===== config.mk =====
export PLATFORM = sky130hd
export DESIGN_NAME = cmd_framer
export DESIGN_NICKNAME = d
export VERILOG_FILES = /design/src/rtl/cfr_pkg.sv /design/src/rtl/cfr_decode.sv /design/src/rtl/cfr_argbuf.sv /design/src/rtl/cfr_window.sv /design/src/rtl/cmd_framer.sv
export SDC_FILE = /design/constraint.sdc
export NUM_CORES = 1
export LEC_CHECK = 0
export ABC_AREA = 1
export BUFFER_PORTS_ARGS = -buffer_cell sky130_fd_sc_hd__buf_2
export CORE_MARGIN = 5
export CORE_UTILIZATION = 50
export CTS_BUF_LIST = sky130_fd_sc_hd__clkbuf_16
export CTS_CLUSTER_SIZE = 28
export DETAILED_ROUTE_END_ITERATION = 12
export PLACE_DENSITY = 0.77
export SYNTH_ARGS = -nofsm -noshare
export SYNTH_HDL_FRONTEND = slang
export SYNTH_SLANG_ARGS = --single-unit
export TNS_END_PERCENT = 20

===== constraint.sdc =====
create_clock -name clk -period 3.2 [get_ports clk]
set_input_delay 0.16 -clock clk [delete_from_list [all_inputs] [get_ports clk]]
set_output_delay 0.16 -clock clk [all_outputs]
set_load 0.03 [all_outputs]

===== src/rtl/cfr_pkg.sv =====
package cfr_pkg;
    localparam int BYTE_W = 8;

    typedef enum logic [0:0] {
        ST_OPCODE,
        ST_ARGS
    } cfr_state_e;

    typedef enum logic [1:0] {
        ACT_NONE,
        ACT_COL,
        ACT_ROW,
        ACT_REMAP
    } cfr_act_e;
endpackage


===== src/rtl/cfr_decode.sv =====
module cfr_decode
    import cfr_pkg::*;
#(
    parameter int MAX_ARGS = 8,
    localparam int CNT_W = $clog2(MAX_ARGS + 1)
) (
    input  logic [BYTE_W-1:0] opcode,
    output logic              known,
    output logic              skip,
    output logic [CNT_W-1:0]  nargs,
    output cfr_act_e          act
);
    always_comb begin
        known = 1'b1;
        skip  = 1'b0;
        nargs = '0;
        act   = ACT_NONE;
        case (opcode)
            8'h15: begin
                nargs = CNT_W'(2);
                act   = ACT_COL;
            end
            8'h75: begin
                nargs = CNT_W'(2);
                act   = ACT_ROW;
            end
            8'hA0: begin
                nargs = CNT_W'(1);
                act   = ACT_REMAP;
            end
            8'h81, 8'hA1, 8'hA2, 8'hA8, 8'hAD,
            8'hB1, 8'hB2, 8'hB3, 8'hBC, 8'hBE, 8'hBF: begin
                nargs = CNT_W'(1);
            end
            8'h84, 8'h85, 8'h86, 8'hA4, 8'hA5, 8'hA6, 8'hA7,
            8'hAE, 8'hAF, 8'hE3: begin
                nargs = '0;
            end
            8'hB8: begin
                nargs = CNT_W'(MAX_ARGS);
            end
            8'hFF: begin
                skip = 1'b1;
            end
            default: begin
                known = 1'b0;
            end
        endcase
    end
endmodule


===== src/rtl/cfr_argbuf.sv =====
module cfr_argbuf
    import cfr_pkg::*;
#(
    parameter int DEPTH = 8,
    localparam int IDX_W = (DEPTH > 1) ? $clog2(DEPTH) : 1
) (
    input  logic                    clk,
    input  logic                    rst_n,
    input  logic                    wr_en,
    input  logic [IDX_W-1:0]        wr_idx,
    input  logic [BYTE_W-1:0]       wr_data,
    output logic [DEPTH*BYTE_W-1:0] slots
);
    for (genvar i = 0; i < DEPTH; i++) begin : g_slot
        logic [BYTE_W-1:0] slot_q;
        always_ff @(posedge clk) begin
            if (!rst_n) begin
                slot_q <= '0;
            end else if (wr_en && (wr_idx == IDX_W'(i))) begin
                slot_q <= wr_data;
            end
        end
        assign slots[i*BYTE_W +: BYTE_W] = slot_q;
    end
endmodule


===== src/rtl/cfr_window.sv =====
module cfr_window
    import cfr_pkg::*;
#(
    parameter int SPAN = 64,
    localparam int OUT_W = $clog2(SPAN)
) (
    input  logic [BYTE_W-1:0] first_arg,
    input  logic [BYTE_W-1:0] second_arg,
    output logic [OUT_W-1:0]  lo,
    output logic [OUT_W-1:0]  hi
);
    always_comb begin
        lo = OUT_W'(32'(first_arg) % SPAN);
        hi = OUT_W'(32'(second_arg) % SPAN);
    end
endmodule


===== src/rtl/cmd_framer.sv =====
module cmd_framer
    import cfr_pkg::*;
#(
    parameter int MAX_ARGS = 8,
    parameter int COL_SPAN = 64,
    parameter int ROW_SPAN = 80,
    localparam int CNT_W = $clog2(MAX_ARGS + 1),
    localparam int IDX_W = (MAX_ARGS > 1) ? $clog2(MAX_ARGS) : 1,
    localparam int COL_W = $clog2(COL_SPAN),
    localparam int ROW_W = $clog2(ROW_SPAN)
) (
    input  logic              clk,
    input  logic              rst_n,
    input  logic              byte_valid,
    input  logic              sel_data,
    input  logic [BYTE_W-1:0] byte_in,
    output logic              pix_valid,
    output logic [BYTE_W-1:0] pix_byte,
    output logic [COL_W-1:0]  col_lo,
    output logic [COL_W-1:0]  col_hi,
    output logic              col_load,
    output logic [ROW_W-1:0]  row_lo,
    output logic [ROW_W-1:0]  row_hi,
    output logic              row_load,
    output logic [BYTE_W-1:0] remap,
    output logic              remap_load,
    output logic              bad_op
);
    cfr_state_e          state_q, state_d;
    logic [BYTE_W-1:0]   op_q;
    logic [CNT_W-1:0]    cnt_q;

    logic                is_cmd;
    logic [BYTE_W-1:0]   dec_in;
    logic                dec_known, dec_skip;
    logic [CNT_W-1:0]    dec_nargs;
    cfr_act_e            dec_act;
    logic                open_cmd, last_arg, unknown_op;
    logic [MAX_ARGS*BYTE_W-1:0] slots;
    logic [BYTE_W-1:0]   arg0, arg1;
    logic [COL_W-1:0]    col_lo_n, col_hi_n;
    logic [ROW_W-1:0]    row_lo_n, row_hi_n;

    assign is_cmd = byte_valid && !sel_data;
    assign dec_in = (state_q == ST_OPCODE) ? byte_in : op_q;

    cfr_decode #(.MAX_ARGS(MAX_ARGS)) u_decode (
        .opcode (dec_in),
        .known  (dec_known),
        .skip   (dec_skip),
        .nargs  (dec_nargs),
        .act    (dec_act)
    );

    cfr_argbuf #(.DEPTH(MAX_ARGS)) u_argbuf (
        .clk     (clk),
        .rst_n   (rst_n),
        .wr_en   (is_cmd && (state_q == ST_ARGS)),
        .wr_idx  (IDX_W'(cnt_q)),
        .wr_data (byte_in),
        .slots   (slots)
    );

    // the final argument bypasses the buffer so results load without delay
    assign arg0 = (cnt_q == CNT_W'(0)) ? byte_in : slots[0 +: BYTE_W];
    assign arg1 = (cnt_q == CNT_W'(1)) ? byte_in : slots[BYTE_W +: BYTE_W];

    cfr_window #(.SPAN(COL_SPAN)) u_colwin (
        .first_arg  (arg0),
        .second_arg (arg1),
        .lo         (col_lo_n),
        .hi         (col_hi_n)
    );

    cfr_window #(.SPAN(ROW_SPAN)) u_rowwin (
        .first_arg  (arg0),
        .second_arg (arg1),
        .lo         (row_lo_n),
        .hi         (row_hi_n)
    );

    assign open_cmd   = is_cmd && (state_q == ST_OPCODE) && dec_known
                        && !dec_skip && (dec_nargs != '0);
    assign unknown_op = is_cmd && (state_q == ST_OPCODE) && !dec_known;
    assign last_arg   = is_cmd && (state_q == ST_ARGS)
                        && ((cnt_q + CNT_W'(1)) == dec_nargs);

    // next-state logic
    always_comb begin
        state_d = state_q;
        unique case (state_q)
            ST_OPCODE: if (open_cmd) state_d = ST_ARGS;
            ST_ARGS:   if (last_arg) state_d = ST_OPCODE;
        endcase
    end

    // state register with opcode and argument count
    always_ff @(posedge clk) begin
        if (!rst_n) begin
            state_q <= ST_OPCODE;
            op_q    <= '0;
            cnt_q   <= '0;
        end else begin
            state_q <= state_d;
            if (open_cmd) begin
                op_q  <= byte_in;
                cnt_q <= '0;
            end else if (last_arg) begin
                cnt_q <= '0;
            end else if (is_cmd && (state_q == ST_ARGS)) begin
                cnt_q <= cnt_q + CNT_W'(1);
            end
        end
    end

    // registered outputs
    always_ff @(posedge clk) begin
        if (!rst_n) begin
            pix_valid  <= 1'b0;
            pix_byte   <= '0;
            col_lo     <= '0;
            col_hi     <= COL_W'(COL_SPAN - 1);
            col_load   <= 1'b0;
            row_lo     <= '0;
            row_hi     <= ROW_W'(ROW_SPAN - 1);
            row_load   <= 1'b0;
            remap      <= '0;
            remap_load <= 1'b0;
            bad_op     <= 1'b0;
        end else begin
            pix_valid  <= byte_valid && sel_data;
            col_load   <= 1'b0;
            row_load   <= 1'b0;
            remap_load <= 1'b0;
            bad_op     <= unknown_op;
            if (byte_valid && sel_data) begin
                pix_byte <= byte_in;
            end
            if (last_arg) begin
                unique case (dec_act)
                    ACT_COL: begin
                        col_lo   <= col_lo_n;
                        col_hi   <= col_hi_n;
                        col_load <= 1'b1;
                    end
                    ACT_ROW: begin
                        row_lo   <= row_lo_n;
                        row_hi   <= row_hi_n;
                        row_load <= 1'b1;
                    end
                    ACT_REMAP: begin
                        remap      <= arg0;
                        remap_load <= 1'b1;
                    end
                    ACT_NONE: ;
                endcase
            end
        end
    end
endmodule


* Word level (Yosys, flattened, before mapping) *
Index checks and enable logic that the tools add are counted.

storage, ports and cells
  register bits = 76
  bits of input ports = 12
  output and inout port bits = 47
  word-level logic and storage cells = 91

cells by class
  $add $sub $neg = 1
  div/mod/pow operators = 2
  equal/unequal tests = 32
  muxes and demuxes = 13
  bitwise operators = 2
  reduce and logical (&&, ||, !) cells = 25

operator list
  cell                                                             count
  8-bit == test, second input constant                             24
  8-bit by 7-bit modulo with 32-bit output, second input constant  2
  26-bit OR reduction                                              1
  8-bit two-way mux                                                3
  4-bit one-hot mux with 3 select lines                            1
  12-bit OR reduction                                              1
  1-bit logical AND                                                11
  8-bit by 5-bit == test with 1-bit output, second input constant  1
  8-bit by 7-bit == test with 1-bit output, second input constant  1
  2-bit AND reduction                                              4
  1-bit two-way mux                                                7
  2-bit one-hot mux with 3 select lines                            1
  4-bit by 1-bit adder with 4-bit output, second input constant    1
  2-bit == test, second input constant                             2
  4-bit by 1-bit == test with 1-bit output, second input constant  1
  4-bit == test                                                    1
  4-bit zero test                                                  1
  4-bit nonzero test                                               1
  3-bit by 1-bit == test with 1-bit output, second input constant  1
  1-bit zero test                                                  3
  3-bit zero test                                                  1
  3-bit OR reduction                                               1
  2-bit by 1-bit == test with 1-bit output, second input constant  1
  1-bit NOT                                                        2
  2 further kinds                                                  2

* Depth between registers and ports, before layout *
Gate-level depths: netlist of run 1.

  depth in word-level cells = 9
  mapped depth = 17
  mapped depth without buffers = 16

* Modules after synthesis *
From an unflattened synthesis of run 1, not the netlist that was laid out.

unflattened totals
  cells, all modules = 981
  area total of the unflattened synthesis = 6369.9 µm²

modules (own cells, without submodules)
  module                 times used  cells an instance  area each (µm²)  sequential area each (µm²)
  cmd_framer             1           456                2994.1           1201.2
  cfr_argbuf             1           368                2544.9           1281.2
  cfr_window (u_rowwin)  1           67                 395.4            0.0
  cfr_decode             1           78                 345.3            0.0
  cfr_window (u_colwin)  1           12                 90.1             0.0

* Worst setup path before layout of run 1 *
No wires, ideal clock.

  path kind = flip-flop to flip-flop
  from = reg cnt_q[0]
  to = reg row_lo[5]
  library setup time = 0.113 ns
  arrival = 2.020 ns
  required time = 3.087 ns
  setup slack = 1.067 ns
  stages on the path, launching flop included = 14
  path buffers = 0
  clock period less this slack = 2.133 ns
  path through = dfxtp_1 -> inv_1 -> ha_1 -> nand2_1 -> o21ai_0 -> nand2_1 -> ha_1 -> nand3b_1 -> nand2_1 -> nand2_1 -> nand2_1 -> xnor2_1 -> nor2_1 -> nor2_1

on the way
  word-level cells in the longest chain between the ends = 4
  elaborated cells on any way between the ends = 7
  those cells by class = 1 x add/sub; 1 x div; 1 x eq/ne; 1 x mux; 3 x reduce/logical

RTL lines
  element                                                                           RTL line           RTL
  from (decl)                                                                       cmd_framer.sv:31   logic [CNT_W-1:0] cnt_q;
  from (signal assigned)                                                            cmd_framer.sv:111  cnt_q <= cnt_q + CNT_W'(1);
  branches (longest 4 deep; another with 8-bit by 7-bit modulo with 32-bit output)  n/a
  to (signal assigned)                                                              cmd_framer.sv:147  row_lo <= row_lo_n;
  to (decl)                                                                         cmd_framer.sv:22   output logic [ROW_W-1:0] row_lo,

Parallel ways; which one is timed is not known.
A chain may end at the register's enable or synchronous reset.

* Final worst setup path of run 1 *
  from = reg cnt_q[0]
  to = reg row_hi[5]

on the way
  word-level cells in the longest chain between the ends = 4
  elaborated cells on any way between the ends = 7
  those cells by class = 1 x add/sub; 1 x div; 2 x eq/ne; 1 x mux; 2 x reduce/logical

RTL lines
  element                                                                           RTL line           RTL
  branches (longest 4 deep; another with 8-bit by 7-bit modulo with 32-bit output)  n/a
  to (signal assigned)                                                              cmd_framer.sv:125  row_hi <= ROW_W'(ROW_SPAN - 1);
  to (signal assigned)                                                              cmd_framer.sv:148  row_hi <= row_hi_n;
  to (decl)                                                                         cmd_framer.sv:23   output logic [ROW_W-1:0] row_hi,

Parallel ways; which one is timed is not known.

==> impl_metrics.env, run 1 <==
export IMPL_status="complete, no violations"
export IMPL_rsz0062_at_grt="no"
export IMPL_avgSynthCellArea_um2=6.85
export IMPL_finalWirelength_um=9780
export IMPL_synthesis_area_mm2=0.00394
export IMPL_finalCriticalPeriod_ns=2.66
export IMPL_cts_setup_buffers=0
export IMPL_setup_viol=0
export IMPL_power_density_mw_per_mm2=472
export IMPL_clock_path_buffers=2
export IMPL_final_core_util_pct=59.7
export IMPL_cts_resized=0
export IMPL_drc=0
export IMPL_grt_first_pass_wirelength_um=16400
export IMPL_die_area_mm2=0.00976
export IMPL_grt_pass1_vias=3480
export IMPL_cts_hold_buffers_added=0
export IMPL_vias=3743
export IMPL_period_share_pct=83.0
export IMPL_end_kind="flip-flop"
export IMPL_drive_gt1_share_pct=19.0
export IMPL_fmax_mhz=376
export IMPL_drv_cap=0
export IMPL_die_h_um=98.8
export IMPL_cp_common_cell="nand2_1"
export IMPL_synth_edf_count=0
export IMPL_port_buffers=58
export IMPL_ant_nets=0
export IMPL_ir_drop_mv=0.248
export IMPL_slowest_delay_ns=0.48
export IMPL_critPathKind="flip-flop to flip-flop"
export IMPL_viasPerCell=5.07
export IMPL_cpMaxStageDelayCell="o21ai_0"
export IMPL_antenna_found_initial=0
export IMPL_syn_nets=592
export IMPL_crit_required_ns=3.48
export IMPL_grt_ovfl_total=0
export IMPL_hold_viol_final=0
export IMPL_final_nets=648
export IMPL_worstPathCellList="ha_1 > nand2_1 > o21ai_0 > nand2_1 > ha_1 > nand3b_1 > nand2_1 > nand2_1 > nand2_1 > xnor2_1 > nor2_1 > nor2_1"
export IMPL_drtIter0Drc=189
export IMPL_post_dp_hpwl_um=7180
export IMPL_yosys_register_bits=76
export IMPL_netlist_instances=575
export IMPL_netlist_top_cells_area="dfxtp_1, nand2_1, nor2_1"
export IMPL_synth_most_common_cell="nand2_1"
export IMPL_cts_buffers=9
export IMPL_num_rows=32
export IMPL_clockRootBuffer="clkbuf_16"
export IMPL_finalMaxSlewViolations=0
export IMPL_start_kind="flip-flop"
export IMPL_htreeDepth=3
export IMPL_core_mm2=0.00769
export IMPL_clk_pin_slew_ns=0.06
export IMPL_ys_seq_area_share_pct=38.6
export IMPL_dieWidth_um=98.8
export IMPL_clk_latency_ns=0.34
export IMPL_synth_flop_cell="dfxtp_1"
export IMPL_setup_tns_ns=0
export IMPL_place_inst=722
export IMPL_p_leak_nw=2.34
export IMPL_worstMarginPinSlew_ns=0.749
export IMPL_min_delay_path_class="input port to flip-flop"
export IMPL_power_mw=2.16
export IMPL_netlist_top_cells_count="nand2_1, nor2_1, dfxtp_1, inv_1, o21ai_0"
export IMPL_avgRoutedWirePerCell_um=13.2
export IMPL_io_pins=59
export IMPL_worst_ep_arrival_time_ns=2.94
export IMPL_grt_max_degree=45
export IMPL_cts_tree="yes"
export IMPL_grt_util_all_layers_pct=20.6
export IMPL_critPathMaxFanout=16
export IMPL_synthToLayoutAreaGrowth_pct=16.4
export IMPL_start_util_pct=51.3
export IMPL_synth_distinct_cells=37
export IMPL_dr_pass1_iters=5
export IMPL_finClkSkew_ns=0.00834
export IMPL_routabilityCongestion=0.922
export IMPL_final_instance_count_excl_fill=738
export IMPL_n_antenna_cell=0
export IMPL_maxSlewHeadroom_pct=50.1
export IMPL_netlist_area_leader_share_pct=38.6
export IMPL_synth_top_cell_by_area="dfxtp_1"
export IMPL_ys_warn_count=0
export IMPL_synthArstFlopShare_pct=0
export IMPL_cts_sinks=76
registers in the layout, summed over array words and instances (netlist names):
register and count:
remap 8, pix_byte 8, col_hi 6, cnt_q 4, remap_load 1, row_load 1
pix_valid 1, col_load 1, row_hi 7, col_lo 6, op_q 8, u_argbuf.g_slot.slot_q 16
state_q 1, bad_op 1, row_lo 7
cells by family after synthesis:
group / Yosys count / synth area share, %
flip-flops: 76 / 38.6
multiplexers: 1 / 0.254
AND/OR/NAND/NOR: 311 / 37.1
XOR/XNOR: 4 / 0.889
adder cells (fa/ha/maj): 5 / 1.59
buffers and inverters: 83 / 9.14
AO/OA/AOI/OAI: 95 / 12.4
worst paths after layout:
kind                                                                start                                        end  slack [ns]  cells past startpoint
worst min-delay path                                           byte_in[2]                       op_q[2]$_SDFFE_PN0P_         0.1                      3
worst max-delay path                                cnt_q[0]$_SDFFE_PP0P_                     row_hi[5]$_SDFFE_PN0P_        0.54                     12
worst max register to register                      cnt_q[0]$_SDFFE_PP0P_                     row_hi[5]$_SDFFE_PN0P_        0.54                     12
worst min register to register  u_argbuf.g_slot[1].slot_q[5]$_SDFFE_PN0P_  u_argbuf.g_slot[1].slot_q[5]$_SDFFE_PN0P_        0.46                      2
area by class of cell:
type	count	area, um2
flip-flops and latches	76	1520
inverters	65	251
clock buffers	9	225
well taps	102	128
clock inverters	7	75.1
repair buffers	63	328
multi-input cells	416	2060
fillers	735	3100
routing by layer:
layer	wire, um	global-route usage [%]
met4	192	7.67
met1	4550	27.4
met3	584	3.96
met5	0	0
met2	4450	33.2
layout by cell type, fill, tap and decap left out, drive strengths merged:
master / count
bufinv: 1
mux2i: 1
buf: 63
o21ai: 56
a21boi: 1
nand3: 38
inv: 65
clkbuf: 9
nand4: 6
ha: 5
xnor2: 4
nand2: 169
a211oi: 2
or2: 1
nor3: 4
nand3b: 3
nor2: 90
dfxtp: 76
clkinvlp: 2
clkinv: 4
a21oi: 36
where the power goes:
group	leakage [nW]	switching, mW	total, mW	internal [mW]
sequential	0.614	0.00500	0.961	0.956
combinational	1.58	0.128	0.178	0.0503
clock	0.140	0.418	1.02	0.606
worst max-delay path: cells and delay by family, from the launching register on:
family / cells / cell delay [ns]
and+or+nand+nor: 8 / 1.00
adders and majority gates: 2 / 0.51
AOI/OAI and AO/OA: 1 / 0.48
DFF: 1 / 0.46
xor gates and xnor gates: 1 / 0.13
per-stage QoR:
step	instance area, um2	hold slack (ns)	worst slack (ns)
after global placement	4290	0.428	0.774
after detailed placement	4290	0.451	0.606
after global routing	4590	0.122	0.227
after CTS	4590	0.105	0.574
final	4590	0.0965	0.543
after floorplan	3940	0.297	1.07
No activity file was read; power rests on OpenSTA's default activity.
==> run 2: changes to the inputs <==
--- a/config.mk
+++ b/config.mk
@@ -12,7 +12,7 @@
 export CTS_BUF_LIST = sky130_fd_sc_hd__clkbuf_16
 export CTS_CLUSTER_SIZE = 28
 export DETAILED_ROUTE_END_ITERATION = 12
-export PLACE_DENSITY = 0.77
+export PLACE_DENSITY = 0.8
 export SYNTH_ARGS = -nofsm -noshare
 export SYNTH_HDL_FRONTEND = slang
 export SYNTH_SLANG_ARGS = --single-unit
==> constraint.sdc (replaced) <==
create_clock -name clk -period 2.4 [get_ports clk]
set_input_delay 0.12 -clock clk [delete_from_list [all_inputs] [get_ports clk]]
set_output_delay 0.12 -clock clk [all_outputs]
set_load 0.03 [all_outputs]
==> impl_metrics.env, run 2 (synthesized netlist as in run 1, its figures left out) <==
export IMPL_cpMaxStageDelayCell="dfxtp_4"
export IMPL_r2r_slack_ns=0.17
export IMPL_post_dp_hpwl_um=7410
export IMPL_port_buffers=58
export IMPL_drtIter0Drc=270
export IMPL_final_nets=657
export IMPL_vias=3865
export IMPL_start_util_pct=51.3
export IMPL_routabilityCongestion=0.979
export IMPL_maxSlewHeadroom_pct=52.3
export IMPL_ff_latch_area_mm2=0.00153
export IMPL_whs_path_depth=3
export IMPL_fill_cells=696
export IMPL_rsz0062_at_grt="yes"
export IMPL_dpl_cell_area_mm2=0.00437
export IMPL_core_mm2=0.00769
export IMPL_drive_gt1_share_pct=21.2
export IMPL_power_density_mw_per_mm2=604
export IMPL_clk_latency_ns=0.34
export IMPL_num_rows=32
export IMPL_critPathMaxFanout=8
export IMPL_largest_register_ff_count=16
export IMPL_regMostFlops="u_argbuf.g_slot.slot_q"
export IMPL_final_cell_mix="nand2_1, nor2_1, dfxtp_1, inv_1, buf_2"
export IMPL_whs_endpoint="op_q[2]$_SDFFE_PN0P_"
export IMPL_r2r_cells=14
export IMPL_dieWidth_um=98.8
export IMPL_clock_path_buffers=2
export IMPL_place_inst=731
export IMPL_status="complete, no violations"
export IMPL_p_leak_nw=2.36
export IMPL_clk_pin_slew_ns=0.06
export IMPL_crit_required_ns=2.64
export IMPL_hold_viol_final=0
export IMPL_synthToLayoutAreaGrowth_pct=18.7
export IMPL_die_h_um=98.8
export IMPL_critPathKind="flip-flop to flip-flop"
export IMPL_ant_nets=0
export IMPL_clockRootBuffer="clkbuf_16"
export IMPL_cts_setup_buffers=0
export IMPL_drc=0
export IMPL_avgRoutedWirePerCell_um=13.5
export IMPL_finalWirelength_um=10100
export IMPL_reg2reg_to="row_lo[6]$_SDFFE_PN0P_"
export IMPL_final_common_cell="nand2_1"
export IMPL_cts_tree="yes"
export IMPL_finalCriticalPeriod_ns=2.23
export IMPL_grt_max_degree=48
export IMPL_antenna_found_initial=0
export IMPL_cts_sinks=76
export IMPL_io_pins=59
export IMPL_worstPathCellList="inv_1 > ha_1 > nand2_2 > nand2_1 > o21ai_1 > nand2_1 > ha_1 > nand3b_1 > nand2_1 > nand2_1 > o21ai_0 > a21boi_0 > nor2_1 > nor2_1"
export IMPL_finalMaxSlewViolations=0
export IMPL_start_kind="flip-flop"
export IMPL_final_instance_count_excl_fill=747
export IMPL_final_cell_area_mm2=0.00468
export IMPL_viasPerCell=5.17
export IMPL_grt_pass1_vias=3635
export IMPL_slowest_delay_ns=0.39
export IMPL_min_delay_path_class="input port to flip-flop"
export IMPL_final_core_util_pct=60.9
export IMPL_multiInputGateArea_mm2=0.00208
export IMPL_fmax_mhz=448
export IMPL_htreeDepth=3
export IMPL_worst_ep_arrival_time_ns=2.47
export IMPL_cp_common_cell="nand2_1"
export IMPL_n_antenna_cell=0
export IMPL_drv_cap=0
export IMPL_die_area_mm2=0.00976
export IMPL_setup_viol=0
export IMPL_finClkSkew_ns=0.00856
export IMPL_grt_ovfl_total=0
export IMPL_period_share_pct=92.9
export IMPL_end_kind="flip-flop"
export IMPL_grt_util_all_layers_pct=20.8
export IMPL_reg2reg_from="cnt_q[0]$_SDFFE_PP0P_"
export IMPL_ir_drop_mv=0.388
export IMPL_grt_first_pass_wirelength_um=16600
export IMPL_cts_buffers=9
export IMPL_worstMarginPinSlew_ns=0.715
export IMPL_power_mw=2.83
export IMPL_hold_start="byte_in[2]"
export IMPL_dr_pass1_iters=5
-- run 2: worst max-delay path: cells and delay by family (launching register included) --
family          cells  cell delay, ns
flops               1            0.39
simple gates        8            0.82
buf+inv             1            0.11
compound gates      3            0.30
fa+ha+maj           2            0.51
-- run 2: repair_timing --
item | in CTS | in global routing
resized for setup | 2 | 12
endpoints found under the hold margin | 0 | 0
hold buffers | 0 | 0
setup endpoints to repair | 5 | 21
gates cloned | 0 | 0
-- run 2: through the flow --
stage               setup TNS (ns)  hold WS, ns  setup slack (ns)
finish                           0       0.0516             0.169
global route               -0.0421       0.0788           -0.0421
CTS                              0       0.0485            0.0735
detailed placement         -0.0318        0.401           -0.0235
global placement                 0        0.385            0.0583
floorplan                        0        0.257             0.267
-- run 2: final cells by class --
class                           count  area share (%)
Inverter                           65            5.37
Timing Repair Buffer               72            8.72
Tap cell                          102            2.73
Multi-Input combinational cell    416            44.5
Clock buffer                        9            4.81
Clock inverter                      7            1.23
Sequential cell                    76            32.7
-- run 2: report_power, final --
group          leakage [nW]  switching (mW)  internal [mW]
clock                 0.129           0.582          0.714
combinational          1.61           0.176         0.0743
sequential            0.616         0.00737           1.27
total                  2.36           0.766           2.06
-- run 2: how the worst max path moves through the flow --
stage,cells after the start,start,slack [ns],to
after floorplan,13,cnt_q[0]$_SDFFE_PP0P_,0.27,row_lo[5]$_SDFFE_PN0P_
after global placement,14,cnt_q[0]$_SDFFE_PP0P_,0.06,row_lo[5]$_SDFFE_PN0P_
after detailed placement,14,cnt_q[0]$_SDFFE_PP0P_,-0.02,row_lo[6]$_SDFFE_PN0P_
after CTS,13,cnt_q[0]$_SDFFE_PP0P_,0.07,row_lo[6]$_SDFFE_PN0P_
after global routing,13,cnt_q[0]$_SDFFE_PP0P_,-0.04,row_lo[5]$_SDFFE_PN0P_
final,14,cnt_q[0]$_SDFFE_PP0P_,0.17,row_lo[6]$_SDFFE_PN0P_
-- run 2: metal layers --
layer | part of all wire, % | GRT usage [%] | up-vias
met2 | 47 | 34.7 | 137
met4 | 2.4 | 8.09 | 0
met1 | 43 | 25.8 | 1756
met3 | 7.3 | 5.02 | 21
li1 | - | - | 1951
met5 | 0 | 0 | -
